$ cat config.mk
export PLATFORM = sky130hd
export DESIGN_NAME = sensor_log_sched
export DESIGN_NICKNAME = d
export VERILOG_FILES = /design/src/rtl/slog_pkg.sv /design/src/rtl/slog_period_timer.sv /design/src/rtl/slog_word_ram.sv /design/src/rtl/slog_dump_seq.sv /design/src/rtl/sensor_log_sched.sv
export SDC_FILE = /design/constraint.sdc
export NUM_CORES = 1
export LEC_CHECK = 0
export BUFFER_PORTS_ARGS = -buffer_cell sky130_fd_sc_hd__buf_2
export CAP_MARGIN = 25
export CORE_ASPECT_RATIO = 0.6
export CORE_MARGIN = 2
export CORE_UTILIZATION = 40
export CTS_BUF_LIST = sky130_fd_sc_hd__clkbuf_4 sky130_fd_sc_hd__clkbuf_8
export DETAILED_ROUTE_END_ITERATION = 6
export GPL_TIMING_DRIVEN = 0
export MAX_ROUTING_LAYER = met4
export SLEW_MARGIN = 20
export SYNTH_ARGS = -nofsm -noshare
export SYNTH_HDL_FRONTEND = slang
export SYNTH_SLANG_ARGS = --single-unit
export TNS_END_PERCENT = 10
$ cat constraint.sdc
create_clock -name clk_i -period 2.7 [get_ports clk_i]
set_input_delay 0.135 -clock clk_i [delete_from_list [all_inputs] [get_ports clk_i]]
set_output_delay 0.135 -clock clk_i [all_outputs]
set_load 0.01 [all_outputs]
$ cat src/rtl/slog_pkg.sv
package slog_pkg;

  typedef enum logic [2:0] {
    DS_IDLE,
    DS_READ,
    DS_SEND,
    DS_WAIT,
    DS_GAP
  } dump_state_e;

  // Pick byte idx out of a word, lowest byte at idx 0.
  function automatic logic [7:0] word_byte(input logic [63:0] word, input int unsigned idx);
    logic [63:0] shifted;
    shifted = word >> (8 * idx);
    return shifted[7:0];
  endfunction

  // Advance a wrapping pointer over a depth of entries.
  function automatic int unsigned wrap_next(input int unsigned ptr, input int unsigned depth);
    return (ptr + 1 >= depth) ? 0 : ptr + 1;
  endfunction

  // True when a cycle count sits on the last cycle of an interval.
  function automatic logic at_period_end(input longint unsigned cnt, input longint unsigned period);
    return cnt == period - 1;
  endfunction

endpackage

$ cat src/rtl/slog_period_timer.sv
module slog_period_timer #(
  parameter longint unsigned PERIOD = 60
) (
  input  logic clk_i,
  input  logic rst_i,
  output logic stb_o
);
  import slog_pkg::*;

  localparam int CNT_W = (PERIOD > 2) ? $clog2(PERIOD) : 1;
  localparam logic [CNT_W-1:0] LAST = CNT_W'(PERIOD - 1);

  logic [CNT_W-1:0] cnt_q;

  always_ff @(posedge clk_i) begin
    if (rst_i) begin
      cnt_q <= '0;
    end else if (cnt_q == LAST) begin
      cnt_q <= '0;
    end else begin
      cnt_q <= cnt_q + 1'b1;
    end
  end

  assign stb_o = at_period_end(longint'(cnt_q), PERIOD);

endmodule

$ cat src/rtl/slog_word_ram.sv
module slog_word_ram #(
  parameter int DATA_W = 32,
  parameter int DEPTH  = 4,
  parameter int ADDR_W = 2
) (
  input  logic              clk_i,
  input  logic              we_i,
  input  logic [ADDR_W-1:0] waddr_i,
  input  logic [DATA_W-1:0] wdata_i,
  input  logic              re_i,
  input  logic [ADDR_W-1:0] raddr_i,
  output logic [DATA_W-1:0] rdata_o
);

  logic [DATA_W-1:0] mem_q [DEPTH];

  always_ff @(posedge clk_i) begin
    if (we_i) begin
      mem_q[waddr_i] <= wdata_i;
    end
  end

  always_ff @(posedge clk_i) begin
    if (re_i) begin
      rdata_o <= mem_q[raddr_i];
    end
  end

endmodule

$ cat src/rtl/slog_dump_seq.sv
module slog_dump_seq #(
  parameter int DATA_W = 32,
  parameter int BYTES  = 4,
  parameter int IDX_W  = 2
) (
  input  logic              clk_i,
  input  logic              rst_i,
  input  logic              dump_stb_i,
  input  logic              tx_busy_i,
  input  logic              tx_done_i,
  input  logic [DATA_W-1:0] rdata_i,
  output logic              rd_en_o,
  output logic              tx_req_o,
  output logic [7:0]        tx_byte_o,
  output logic              active_o,
  output logic              waiting_o,
  output logic [IDX_W-1:0]  idx_o
);
  import slog_pkg::*;

  localparam logic [IDX_W-1:0] LAST_IDX = IDX_W'(BYTES - 1);

  dump_state_e      state_q;
  logic [IDX_W-1:0] idx_q;

  always_ff @(posedge clk_i) begin
    if (rst_i) begin
      state_q <= DS_IDLE;
      idx_q   <= '0;
    end else begin
      unique case (state_q)
        DS_IDLE: begin
          if (dump_stb_i) begin
            state_q <= DS_READ;
            idx_q   <= '0;
          end
        end
        DS_READ: state_q <= DS_SEND;
        DS_SEND: state_q <= DS_WAIT;
        DS_WAIT: begin
          if (tx_done_i) begin
            if (idx_q == LAST_IDX) begin
              state_q <= DS_IDLE;
            end else begin
              idx_q   <= idx_q + 1'b1;
              state_q <= DS_GAP;
            end
          end
        end
        DS_GAP: begin
          if (!tx_busy_i) begin
            state_q <= DS_SEND;
          end
        end
        default: state_q <= DS_IDLE;
      endcase
    end
  end

  assign rd_en_o   = (state_q == DS_READ);
  assign tx_req_o  = (state_q == DS_SEND);
  assign tx_byte_o = word_byte(64'(rdata_i), int'(idx_q));
  assign active_o  = (state_q != DS_IDLE);
  assign waiting_o = (state_q == DS_WAIT);
  assign idx_o     = idx_q;

endmodule

$ cat src/rtl/sensor_log_sched.sv
module sensor_log_sched #(
  parameter int              DATA_W      = 32,
  parameter int              RAM_DEPTH   = 4,
  parameter longint unsigned LOG_PERIOD  = 6000,
  parameter longint unsigned DUMP_PERIOD = 30000,
  parameter int              ADDR_W      = $clog2(RAM_DEPTH)
) (
  input  logic              clk_i,
  input  logic              rst_i,
  input  logic [DATA_W-1:0] sample_i,
  input  logic              tx_busy_i,
  input  logic              tx_done_i,
  output logic              ram_we_o,
  output logic [ADDR_W-1:0] ram_addr_o,
  output logic [DATA_W-1:0] ram_wdata_o,
  output logic              tx_req_o,
  output logic [7:0]        tx_byte_o
);
  import slog_pkg::*;

  localparam int BYTES = DATA_W / 8;
  localparam int IDX_W = (BYTES > 2) ? $clog2(BYTES) : 1;

  // Named internal events
  logic              log_stb;
  logic              dump_stb;
  logic              dump_active;
  logic              byte_wait;
  logic [IDX_W-1:0]  byte_idx;
  logic              rd_en;
  logic [DATA_W-1:0] rd_word;
  logic [ADDR_W-1:0] wr_ptr_q;
  logic [ADDR_W-1:0] last_addr_q;

  // Two interval counters, same structure, different periods
  for (genvar g = 0; g < 2; g++) begin : g_timer
    localparam longint unsigned P = (g == 0) ? LOG_PERIOD : DUMP_PERIOD;
    logic stb;
    slog_period_timer #(.PERIOD(P)) timer_i (
      .clk_i (clk_i),
      .rst_i (rst_i),
      .stb_o (stb)
    );
  end
  assign log_stb  = g_timer[0].stb;
  assign dump_stb = g_timer[1].stb;

  // Write pointer and most recent slot
  always_ff @(posedge clk_i) begin
    if (rst_i) begin
      wr_ptr_q    <= '0;
      last_addr_q <= '0;
    end else if (log_stb) begin
      wr_ptr_q    <= ADDR_W'(wrap_next(int'(wr_ptr_q), RAM_DEPTH));
      last_addr_q <= wr_ptr_q;
    end
  end

  assign ram_we_o    = log_stb;
  assign ram_addr_o  = wr_ptr_q;
  assign ram_wdata_o = sample_i;

  slog_word_ram #(
    .DATA_W (DATA_W),
    .DEPTH  (RAM_DEPTH),
    .ADDR_W (ADDR_W)
  ) ram_i (
    .clk_i   (clk_i),
    .we_i    (log_stb),
    .waddr_i (wr_ptr_q),
    .wdata_i (sample_i),
    .re_i    (rd_en),
    .raddr_i (last_addr_q),
    .rdata_o (rd_word)
  );

  slog_dump_seq #(
    .DATA_W (DATA_W),
    .BYTES  (BYTES),
    .IDX_W  (IDX_W)
  ) seq_i (
    .clk_i      (clk_i),
    .rst_i      (rst_i),
    .dump_stb_i (dump_stb),
    .tx_busy_i  (tx_busy_i),
    .tx_done_i  (tx_done_i),
    .rdata_i    (rd_word),
    .rd_en_o    (rd_en),
    .tx_req_o   (tx_req_o),
    .tx_byte_o  (tx_byte_o),
    .active_o   (dump_active),
    .waiting_o  (byte_wait),
    .idx_o      (byte_idx)
  );

endmodule

==> impl_results.rst, run 1 <==
.. list-table::
   :header-rows: 1

   * - Metric
     - Value
   * - Total Power Consumption
     - 5.353 mW
   * - Wire per inst
     - 17.59 µm
   * - Worst setup path end
     - ram_i.mem_q[2][24]
   * - Largest net degree at the start of global routing
     - 24
   * - Share of the clock period used by the worst path
     - 92.28%
   * - Setup TNS
     - 0 ns
   * - Final-report max-slew violation count
     - 0
   * - Post-Place Setup Slack
     - 0.1776 ns
   * - Number of standard cells after synthesis
     - 436
   * - Largest vdd supply drop
     - 299.8 µV
   * - Cell with the largest stage delay on the worst path
     - nor4_4
   * - Vias in the first global route
     - 4147
   * - Global-route wire length before repair
     - 22930 µm
   * - Vias per std cell
     - 4.946
   * - Clock tree root buffer cell
     - clkbuf_8
   * - Total placed cells including tap cells
     - 766
   * - Data arrival, critical path
     - 2.64 ns
   * - Tightest hold margin
     - 0.03734 ns
   * - NumNets Final
     - 615
   * - Worst clock skew on the final layout
     - 0.02522 ns
   * - Vertical die dimension
     - 111.6 µm
   * - Netlist area before placement
     - 7722 µm²
   * - Area contributors post-synth
     - edfxtp_1, mux4_2, dfxtp_1
   * - Main flop type after synthesis
     - edfxtp_1
   * - Worst-path fanout max
     - 19
   * - Critical path launch point type
     - flop
   * - CTS max path bufs
     - 2
   * - Cell taking the most area after synthesis
     - edfxtp_1
   * - Hold violation total from the final report
     - 0
   * - Leakage power summed over all cells
     - 3.115 nW
   * - Highest-count cells in the layout ignoring fill and taps
     - edfxtp_1, buf_2, nor2_1, mux4_2, dfxtp_1
   * - Clock buffers created by TritonCTS
     - 17
   * - Worst flop-to-flop path startpoint
     - g_timer[0].timer_i.cnt_q[7]
   * - Signed area change from the synthesized netlist to the final layout
     - 20.64%
   * - Quantity of gates resized following cts
     - 0
   * - Portion of synthesized cell area occupied by the leading cell type
     - 62.22%
   * - Routed wire length
     - 14620 µm
   * - PortBufs
     - 79
   * - Number of clock sinks
     - 197
   * - DRC Markers
     - 0
   * - Async set or reset register ratio after synthesis
     - 0%
   * - Type of the setup path with the least slack
     - reg -> reg
   * - Standard-cell row count
     - 39
   * - Req. time, crit path
     - 2.84 ns
   * - Kind of end point of the critical path
     - flop
   * - Antenna-violating nets left
     - 0
   * - Highest Clock Rate
     - 401.4 MHz
   * - GRT Overall Usage
     - 15.58%
   * - CTS tree
     - done
   * - Biggest cell delay along the critical path
     - 0.59 ns
   * - Half-perimeter wire length after placement
     - 9440 µm
   * - Critical path cell sequence
     - or3_1 > nor4_4 > and2_2 > buf_16
   * - Smallest setup slack after layout
     - 0.2085 ns
   * - Insertion delay of the later-clocked pin in the worst-skew pair
     - 0.45 ns
   * - Cell depth of the worst flop-to-flop path
     - 4
   * - R2r setup slk
     - 0.21 ns
   * - Initial antenna violation count
     - 0
   * - DRT Pass-1 Iters
     - 4
   * - Max transition margin
     - 38.50%
   * - Final setup viols
     - 0
   * - Starting Density
     - 40.68%
   * - Post-layout minimum cycle time
     - 2.492 ns
   * - # diodes
     - 0
   * - Startpoint of the worst setup timing path
     - g_timer[0].timer_i.cnt_q[7]
   * - Last weighted congestion value of the routability-driven placer
     - 0.7805
   * - Number of nets produced by synthesis
     - 479
   * - Ys Warns
     - 0
   * - Power density over the cells
     - 574.6 nW/µm²
   * - Core Util, Final
     - 49.08%
   * - Initial DRC count
     - 330
   * - Total placed instance area
     - 8576 µm²
   * - Total number of vias
     - 4110
   * - Floorplan die width
     - 183.4 µm
   * - Setup repair after global routing missed its margin
     - false
   * - Result of the run
     - completed
   * - Grt total ovfl
     - 0
   * - Most frequent standard cell in the layout excluding fill and tap cells
     - edfxtp_1
   * - Capturing point of the worst reg2reg path
     - ram_i.mem_q[2][24]
   * - Worst-Margin Slew
     - 0.9225 ns
   * - Max-Cap Viols
     - 0
   * - Number of storage elements in the synthesis netlist
     - 197
   * - Sequential element share of the synthesized area
     - 71.81%
   * - CTS clk-pin slew, worst paths
     - 0.11 ns
   * - Post-Syn Area per Cell
     - 17.71 µm²
   * - # IOs
     - 80
   * - Maximum level of the CTS H-tree
     - 4
   * - Number of enable-type register cells in the synthesized netlist
     - 160
   * - Path type of the worst min-delay path
     - in -> reg
   * - Core region area
     - 18980 µm²
   * - Total die area
     - 20470 µm²
   * - Fraction of layout instances using a drive strength above 1
     - 35.04%
   * - Count of distinct cell types in the synthesized netlist
     - 39
   * - Final design area excluding fillers
     - 9316 µm²
   * - Final non-filler cell total
     - 831
-- registers in the layout, summed over array words and instances, names as in the netlist --
register / flops
g_timer.timer_i.cnt_q: 28
last_addr_q: 2
ram_addr_o: 2
ram_i.mem_q: 128
ram_i.rdata_o: 32
seq_i.idx_o: 2
seq_i.state_q: 3
-- metal layers --
layer  track usage (%)  vias to the layer above  routed length [µm]
met2             23.57                      113                6754
met5                 -                        -                   0
li1                  -                     1912                   -
met4             3.520                        0                  65
met1             22.18                     2078                7232
met3             2.813                        7                 570
-- worst min path at each step --
stage / startpoint / endpoint / slack, ns / depth (start not counted)
after detailed placement: sample_i[13] / ram_i.mem_q[2][13] / 0.37 / 1
after floorplan: sample_i[0] / ram_i.mem_q[0][0] / 0.23 / 0
after global placement: sample_i[12] / ram_i.mem_q[2][12] / 0.36 / 1
final: tx_done_i / seq_i.state_q[1] / 0.04 / 4
after CTS: tx_done_i / seq_i.state_q[1] / 0.009 / 4
after global routing: tx_done_i / seq_i.state_q[1] / 0.05 / 4
-- final cells by class --
| class | instances | area (µm²) |
|---|---|---|
| Buffer | 48 | 311.5 |
| Clock buffer | 17 | 234.0 |
| Clock inverter | 15 | 176.4 |
| Fill cell | 1548 | 9666 |
| Inverter | 6 | 22.52 |
| Multi-Input combinational cell | 185 | 1856 |
| Sequential cell | 197 | 5545 |
| Tap cell | 246 | 307.8 |
| Timing Repair Buffer | 117 | 863.3 |
-- critical path: cells and delay by family (launching register included) --
family / cells / cell delay (ns)
AND/OR/NAND/NOR: 3 / 1.59
flip-flops: 1 / 0.36
buffers and inverters: 1 / 0.24
-- kinds of logic after synthesis --
kind of cell,after synthesis,synth area share (%)
compound gates,4,0.5671
xor+xnor,25,2.835
fa+ha+maj,7,1.134
buf+inv,54,4.326
flops,197,71.81
mux,44,12.18
simple gates,105,7.145
-- what timing repair did --
action / in CTS / in global routing
setup buffers: 0 / 0
hold buffers: 33 / 0
endpoints found under the hold margin: 130 / 0
-- Yosys cell counts, drive strengths merged (2+ instances only) --
| cell | n |
|---|---|
| xnor2 | 18 |
| ha | 7 |
| edfxtp | 160 |
| inv | 6 |
| or4 | 2 |
| dfxtp | 37 |
| mux4 | 40 |
| clkbuf | 9 |
| nor2 | 42 |
| nand3b | 2 |
| nand4 | 7 |
| nand2b | 2 |
| and2 | 4 |
| buf | 39 |
| nand2 | 11 |
| xor2 | 7 |
| mux2i | 4 |
| nor4 | 8 |
| nor3 | 6 |
| nand3 | 11 |
-- report_power, final --
group	switching [mW]	internal [mW]
Sequential	0.00747	3.27
Combinational	0.0869	0.105
Clock	1.16	0.719
Total	1.26	4.10
Power figures use the tool's default switching activity.
==> inputs of run 2 (changes only) <==
--- a/config.mk
+++ b/config.mk
@@ -5,13 +5,13 @@
 export SDC_FILE = /design/constraint.sdc
 export NUM_CORES = 1
 export LEC_CHECK = 0
-export BUFFER_PORTS_ARGS = -buffer_cell sky130_fd_sc_hd__buf_2
 export CAP_MARGIN = 25
 export CORE_ASPECT_RATIO = 0.6
 export CORE_MARGIN = 2
 export CORE_UTILIZATION = 40
 export CTS_BUF_LIST = sky130_fd_sc_hd__clkbuf_4 sky130_fd_sc_hd__clkbuf_8
 export DETAILED_ROUTE_END_ITERATION = 6
+export DONT_BUFFER_PORTS = 1
 export GPL_TIMING_DRIVEN = 0
 export MAX_ROUTING_LAYER = met4
 export SLEW_MARGIN = 20
==> run 2 against run 1 <==
Cell count down 9.0%. Power grew 1.3%. Combinational power down 26%. Critical path type unchanged. Non-clock buffer count shrank 75. Largest power group unchanged. Critical endpoint is now ram_i.mem_q[2][23]. Core utilization down 1.8 points. Clock-buffer cell count stayed put. Die area stayed put. Hold slack improved by 0.33 ns. Global-route usage shrank 1.0 points. Critical path depth unchanged. Design area fell by 3.6%.
==> impl_results.rst, run 2 (same netlist as run 1, synthesis figures left out) <==
.. list-table::
   :header-rows: 1

   * - Metric
     - Value
   * - Initial DRC count
     - 300
   * - Highest-count cells in the layout ignoring fill and taps
     - edfxtp_1, nor2_1, mux4_2, dfxtp_1, dlygate4sd3_1
   * - CTS clk-pin slew, worst paths
     - 0.10 ns
   * - Routed length on met2
     - 6137 µm
   * - Cell with the largest stage delay on the worst path
     - nor4_4
   * - Max transition margin
     - 36.84%
   * - DRC Markers
     - 0
   * - Result of the run
     - completed
   * - Met1 wire length
     - 6623 µm
   * - Post-layout minimum cycle time
     - 2.654 ns
   * - Standard-cell row count
     - 39
   * - Fraction of layout instances using a drive strength above 1
     - 24.71%
   * - Routed wire length
     - 13810 µm
   * - Maximum level of the CTS H-tree
     - 4
   * - Final design area excluding fillers
     - 8977 µm²
   * - Share of the clock period used by the worst path
     - 98.31%
   * - Biggest cell delay along the critical path
     - 0.71 ns
   * - Power density over the cells
     - 604.0 nW/µm²
   * - Total placed instance area
     - 8173 µm²
   * - Vertical die dimension
     - 111.6 µm
   * - Uppermost signal routing layer after detailed routing
     - met4
   * - Signed area change from the synthesized netlist to the final layout
     - 16.25%
   * - Leading registers by flop count
     - ram_i.mem_q: 128 flops, ram_i.rdata_o: 32 flops, g_timer.timer_i.cnt_q: 28 flops
   * - Starting Density
     - 40.68%
   * - Total Power Consumption
     - 5.422 mW
   * - NumNets Final
     - 540
   * - Setup repair after global routing missed its margin
     - true
   * - Clock buffers created by TritonCTS
     - 17
   * - Leakage power summed over all cells
     - 2.825 nW
   * - Final-report max-slew violation count
     - 0
   * - Met3 layer wire length in the routed design
     - 973 µm
   * - Antenna-violating nets left
     - 0
   * - Final non-filler cell total
     - 756
   * - Core region area
     - 18980 µm²
   * - Grt total ovfl
     - 0
   * - Global-route wire length before repair
     - 21180 µm
   * - Max-Cap Viols
     - 0
   * - Number of flip-flops under the largest register name
     - 128
   * - Hold violation total from the final report
     - 0
   * - Insertion delay of the later-clocked pin in the worst-skew pair
     - 0.46 ns
   * - Worst-path fanout max
     - 17
   * - Type of the setup path with the least slack
     - reg -> reg
   * - Half-perimeter wire length after placement
     - 8862 µm
   * - Top register by number of flip-flops
     - ram_i.mem_q
   * - Vias per std cell
     - 5.008
   * - Worst clock skew on the final layout
     - 0.02468 ns
   * - Number of clock sinks
     - 197
   * - Total number of vias
     - 3786
   * - Final setup viols
     - 0
   * - # IOs
     - 80
   * - Initial antenna violation count
     - 0
   * - # diodes
     - 0
   * - Wire per inst
     - 18.27 µm
   * - Highest Clock Rate
     - 376.7 MHz
   * - Last weighted congestion value of the routability-driven placer
     - 0.8112
   * - Largest vdd supply drop
     - 357.9 µV
   * - Path type of the worst min-delay path
     - in -> out
   * - Largest net degree at the start of global routing
     - 21
   * - Worst-Margin Slew
     - 0.9474 ns
   * - Number of post-CTS setup repair buffers
     - 0
   * - Total placed cells including tap cells
     - 687
   * - Clock tree root buffer cell
     - clkbuf_8
   * - DRT Pass-1 Iters
     - 5
   * - Core Util, Final
     - 47.29%
   * - Vias in the first global route
     - 3702
   * - R2r setup slk
     - 0.05 ns
   * - GRT Overall Usage
     - 14.55%
   * - Critical path launch point type
     - flop
   * - PortBufs
     - 0
   * - Setup TNS
     - 0 ns
   * - CTS max path bufs
     - 2
   * - Data arrival, critical path
     - 2.81 ns
   * - Total die area
     - 20470 µm²
   * - Req. time, crit path
     - 2.85 ns
   * - Floorplan die width
     - 183.4 µm
   * - Critical path cell sequence
     - or3_1 > nor4_4 > and2_2 > buf_16
   * - Kind of end point of the critical path
     - flop
   * - CTS tree
     - done
   * - Most frequent standard cell in the layout excluding fill and tap cells
     - edfxtp_1
-- run 2: power breakdown --
part / internal [mW] / switching (mW) / total, mW / leakage (nW)
registers: 3.27 / 0.00699 / 3.28 / 1.74
logic: 0.0753 / 0.0665 / 0.142 / 0.870
clock network: 0.883 / 1.12 / 2.00 / 0.219
total: 4.23 / 1.19 / 5.42 / 2.83
-- run 2: cell type report --
type / count / area [µm²]
fill: 1573 / 10000
sequential: 197 / 5545
multi-input combinational: 185 / 1857
timing repair buffer: 42 / 500.5
buffer: 48 / 311.5
tap: 246 / 307.8
clock buffer: 17 / 234.0
clock inverter: 15 / 198.9
inverter: 6 / 22.52
-- run 2: what timing repair did --
| item | CTS | global route |
|---|---|---|
| hold endpoints to repair | 143 | 0 |
| resized for setup | 1 | 0 |
| endpoints found under the setup margin | 3 | 52 |
| pin swaps | 0 | 1 |
| cloned | 0 | 0 |
| hold buffers | 37 | 0 |
-- run 2: worst paths after layout --
path / startpoint / depth (start not counted) / end
setup / recovery: g_timer[0].timer_i.cnt_q[7] / 4 / ram_i.mem_q[2][23]
hold / removal: sample_i[18] / 1 / ram_wdata_o[18]
setup reg to reg: g_timer[0].timer_i.cnt_q[7] / 4 / ram_i.mem_q[2][23]
hold reg to reg: g_timer[1].timer_i.cnt_q[0] / 1 / g_timer[1].timer_i.cnt_q[0]
-- run 2: through the flow --
stage	setup WS [ns]	hold slack, ns
after floorplan	0.1344	0.2339
after global placement	-0.6778	0.2341
after detailed placement	0.02103	0.2341
after CTS	0.01833	0.3590
after global routing	-0.07317	0.3634
final	0.04556	0.3626
-- run 2: per-layer routing --
layer	GRT usage [%]	up-vias
li1	-	1766
met1	20.99	1907
met2	20.88	108
met3	3.369	5
met4	3.840	0
met5	-	-
-- run 2: worst max-delay path: cells and delay by family (launching register included) --
| kind | cells | cell delay (ns) |
|---|---|---|
| simple gates | 3 | 1.77 |
| flops | 1 | 0.36 |
| buf+inv | 1 | 0.23 |
==> inputs of run 3 (changes only) <==
--- a/config.mk
+++ b/config.mk
@@ -6,6 +6,8 @@
 export NUM_CORES = 1
 export LEC_CHECK = 0
 export CAP_MARGIN = 25
+export CELL_PAD_IN_SITES_DETAIL_PLACEMENT = 1
+export CELL_PAD_IN_SITES_GLOBAL_PLACEMENT = 1
 export CORE_ASPECT_RATIO = 0.6
 export CORE_MARGIN = 2
 export CORE_UTILIZATION = 40
@@ -14,6 +16,7 @@
 export DONT_BUFFER_PORTS = 1
 export GPL_TIMING_DRIVEN = 0
 export MAX_ROUTING_LAYER = met4
+export PLACE_DENSITY_LB_ADDON = 0.1
 export SLEW_MARGIN = 20
 export SYNTH_ARGS = -nofsm -noshare
 export SYNTH_HDL_FRONTEND = slang
==> run 3 against run 2 <==
Combinational power is essentially flat. Non-clock buffer count down 1. Cell count is 0.26% lower. Global-route usage is 2.1 points higher. Design area is 0.57% lower. Largest cell class unchanged. Largest power group unchanged.
==> impl_results.rst, run 3 (same netlist as run 1, synthesis figures left out) <==
.. list-table::
   :header-rows: 1

   * - Metric
     - Value
   * - Fill count
     - 1802
   * - Routed wire length
     - 15260 µm
   * - GRT Overall Usage
     - 16.62%
   * - Top register by number of flip-flops
     - ram_i.mem_q
   * - Final-report max-slew violation count
     - 0
   * - Type of the setup path with the least slack
     - reg -> reg
   * - NumNets Final
     - 539
   * - Critical path launch point type
     - flop
   * - Core Util, Final
     - 47.02%
   * - Highest Clock Rate
     - 395.8 MHz
   * - Half-perimeter wire length after placement
     - 9786 µm
   * - Largest vdd supply drop
     - 299.2 µV
   * - # diodes
     - 0
   * - Worst clock skew on the final layout
     - 0.01088 ns
   * - Most frequent standard cell in the layout excluding fill and tap cells
     - edfxtp_1
   * - Max transition margin
     - 36.62%
   * - Clock tree root buffer cell
     - clkbuf_8
   * - Number of flip-flops under the largest register name
     - 128
   * - Floorplan die width
     - 183.4 µm
   * - Post-layout minimum cycle time
     - 2.527 ns
   * - Area occupied by registers
     - 5545 µm²
   * - DRC Markers
     - 0
   * - Vias per std cell
     - 5.111
   * - Data arrival, critical path
     - 2.70 ns
   * - Startpoint of the worst setup timing path
     - g_timer[0].timer_i.cnt_q[7]
   * - Max-Cap Viols
     - 0
   * - Signed area change from the synthesized netlist to the final layout
     - 15.59%
   * - Setup TNS
     - 0 ns
   * - Worst flop-to-flop path startpoint
     - g_timer[0].timer_i.cnt_q[7]
   * - Insertion delay of the later-clocked pin in the worst-skew pair
     - 0.47 ns
   * - Standard-cell row count
     - 39
   * - Initial DRC count
     - 272
   * - Path type of the worst min-delay path
     - in -> out
   * - PortBufs
     - 0
   * - Area taken by multi-input logic gates
     - 1858 µm²
   * - CTS tree
     - done
   * - Leading registers by flop count
     - ram_i.mem_q: 128 flops, ram_i.rdata_o: 32 flops, g_timer.timer_i.cnt_q: 28 flops
   * - Result of the run
     - completed
   * - Setup repair after global routing missed its margin
     - false
   * - CTS max path bufs
     - 2
   * - Vertical die dimension
     - 111.6 µm
   * - Final setup viols
     - 0
   * - DRT Pass-1 Iters
     - 4
   * - Power density over the cells
     - 601.7 nW/µm²
   * - Clock buffers created by TritonCTS
     - 17
   * - Total placed cells including tap cells
     - 687
   * - Initial antenna violation count
     - 0
   * - Highest-count cells in the layout ignoring fill and taps
     - edfxtp_1, nor2_1, mux4_2, dfxtp_1, dlygate4sd3_1
   * - Worst-Margin Slew
     - 0.9508 ns
   * - Worst-path fanout max
     - 23
   * - Total die area
     - 20470 µm²
   * - Req. time, crit path
     - 2.87 ns
   * - Total number of vias
     - 3854
   * - Total Power Consumption
     - 5.371 mW
   * - CTS clk-pin slew, worst paths
     - 0.09 ns
   * - Number of clock sinks
     - 197
   * - Starting Density
     - 40.68%
   * - Leakage power summed over all cells
     - 2.804 nW
   * - # IOs
     - 80
   * - Startpoint of the most critical hold path
     - sample_i[12]
   * - Global-route wire length before repair
     - 23970 µm
   * - Kind of end point of the critical path
     - flop
   * - Largest net degree at the start of global routing
     - 25
   * - Final design area excluding fillers
     - 8926 µm²
   * - Grt total ovfl
     - 0
   * - Final non-filler cell total
     - 754
   * - Core region area
     - 18980 µm²
   * - Vias in the first global route
     - 4112
   * - Maximum level of the CTS H-tree
     - 4
   * - Last weighted congestion value of the routability-driven placer
     - 0.7762
   * - Fraction of layout instances using a drive strength above 1
     - 24.21%
   * - Hold violation total from the final report
     - 0
   * - Total placed instance area
     - 8165 µm²
   * - Antenna-violating nets left
     - 0
   * - Wire per inst
     - 20.23 µm
   * - Share of the clock period used by the worst path
     - 93.59%
-- run 3: changes by cell type in the layout (fill, tap and decap cells not counted), moves of 2 or more --
cell,before,now
clkinv_1,0,2
clkinv_8,2,0
inv_6,5,3
clkinv_2,0,2
inv_8,4,0
-- run 3: timing repair --
action,4_1_cts,5_1_grt
gates resized for setup,2,0
buffers inserted,0,0
endpoints found under the setup margin,14,0
hold buffers,36,0
hold endpoints to repair,145,0
-- run 3: through the flow --
stage          setup WS [ns]  hold slack [ns]
2_1_floorplan         0.1344           0.2339
3_3_place_gp         -0.7901           0.2340
3_5_place_dp        -0.05223           0.2340
4_1_cts               0.1274           0.3314
5_1_grt              0.01017           0.3521
6_report              0.1732           0.3626
-- run 3: worst paths after layout --
| check | endpoint | slack [ns] | cells after the start |
|---|---|---|---|
| setup / recovery | ram_i.mem_q[1][20] | 0.17 | 4 |
| hold / removal | ram_wdata_o[12] | 0.36 | 1 |
| setup reg to reg | ram_i.mem_q[1][20] | 0.17 | 4 |
| hold reg to reg | g_timer[1].timer_i.cnt_q[0] | 0.47 | 1 |
-- run 3: routing by layer --
metal / share of wire, % / track usage, % / vias to the layer above
met5: 0 / - / -
met4: 1.4 / 6.347 / 0
li1: - / - / 1762
met2: 43 / 22.94 / 71
met1: 52 / 23.73 / 2003
met3: 4.1 / 4.122 / 18
-- run 3: layout make-up --
class,instances,share of cell area (%)
Multi-Input combinational cell,185,20.82
Clock inverter,13,1.752
Sequential cell,197,62.13
Inverter,6,0.2523
Tap cell,246,3.448
Timing Repair Buffer,41,5.411
Buffer,48,3.490
Clock buffer,18,2.705
-- run 3: report_power, final --
part           switching (mW)  internal [mW]  leakage, nW
Combinational          0.0672         0.0754        0.865
Sequential            0.00734           3.27         1.74
Clock                    1.03          0.921        0.202
-- run 3: worst max-delay path: stages (launching register included) --
cell and delay [ns]:
dfxtp_1 0.36, or3_1 0.43, nor4_4 0.68, and2_2 0.50
buf_12 0.25
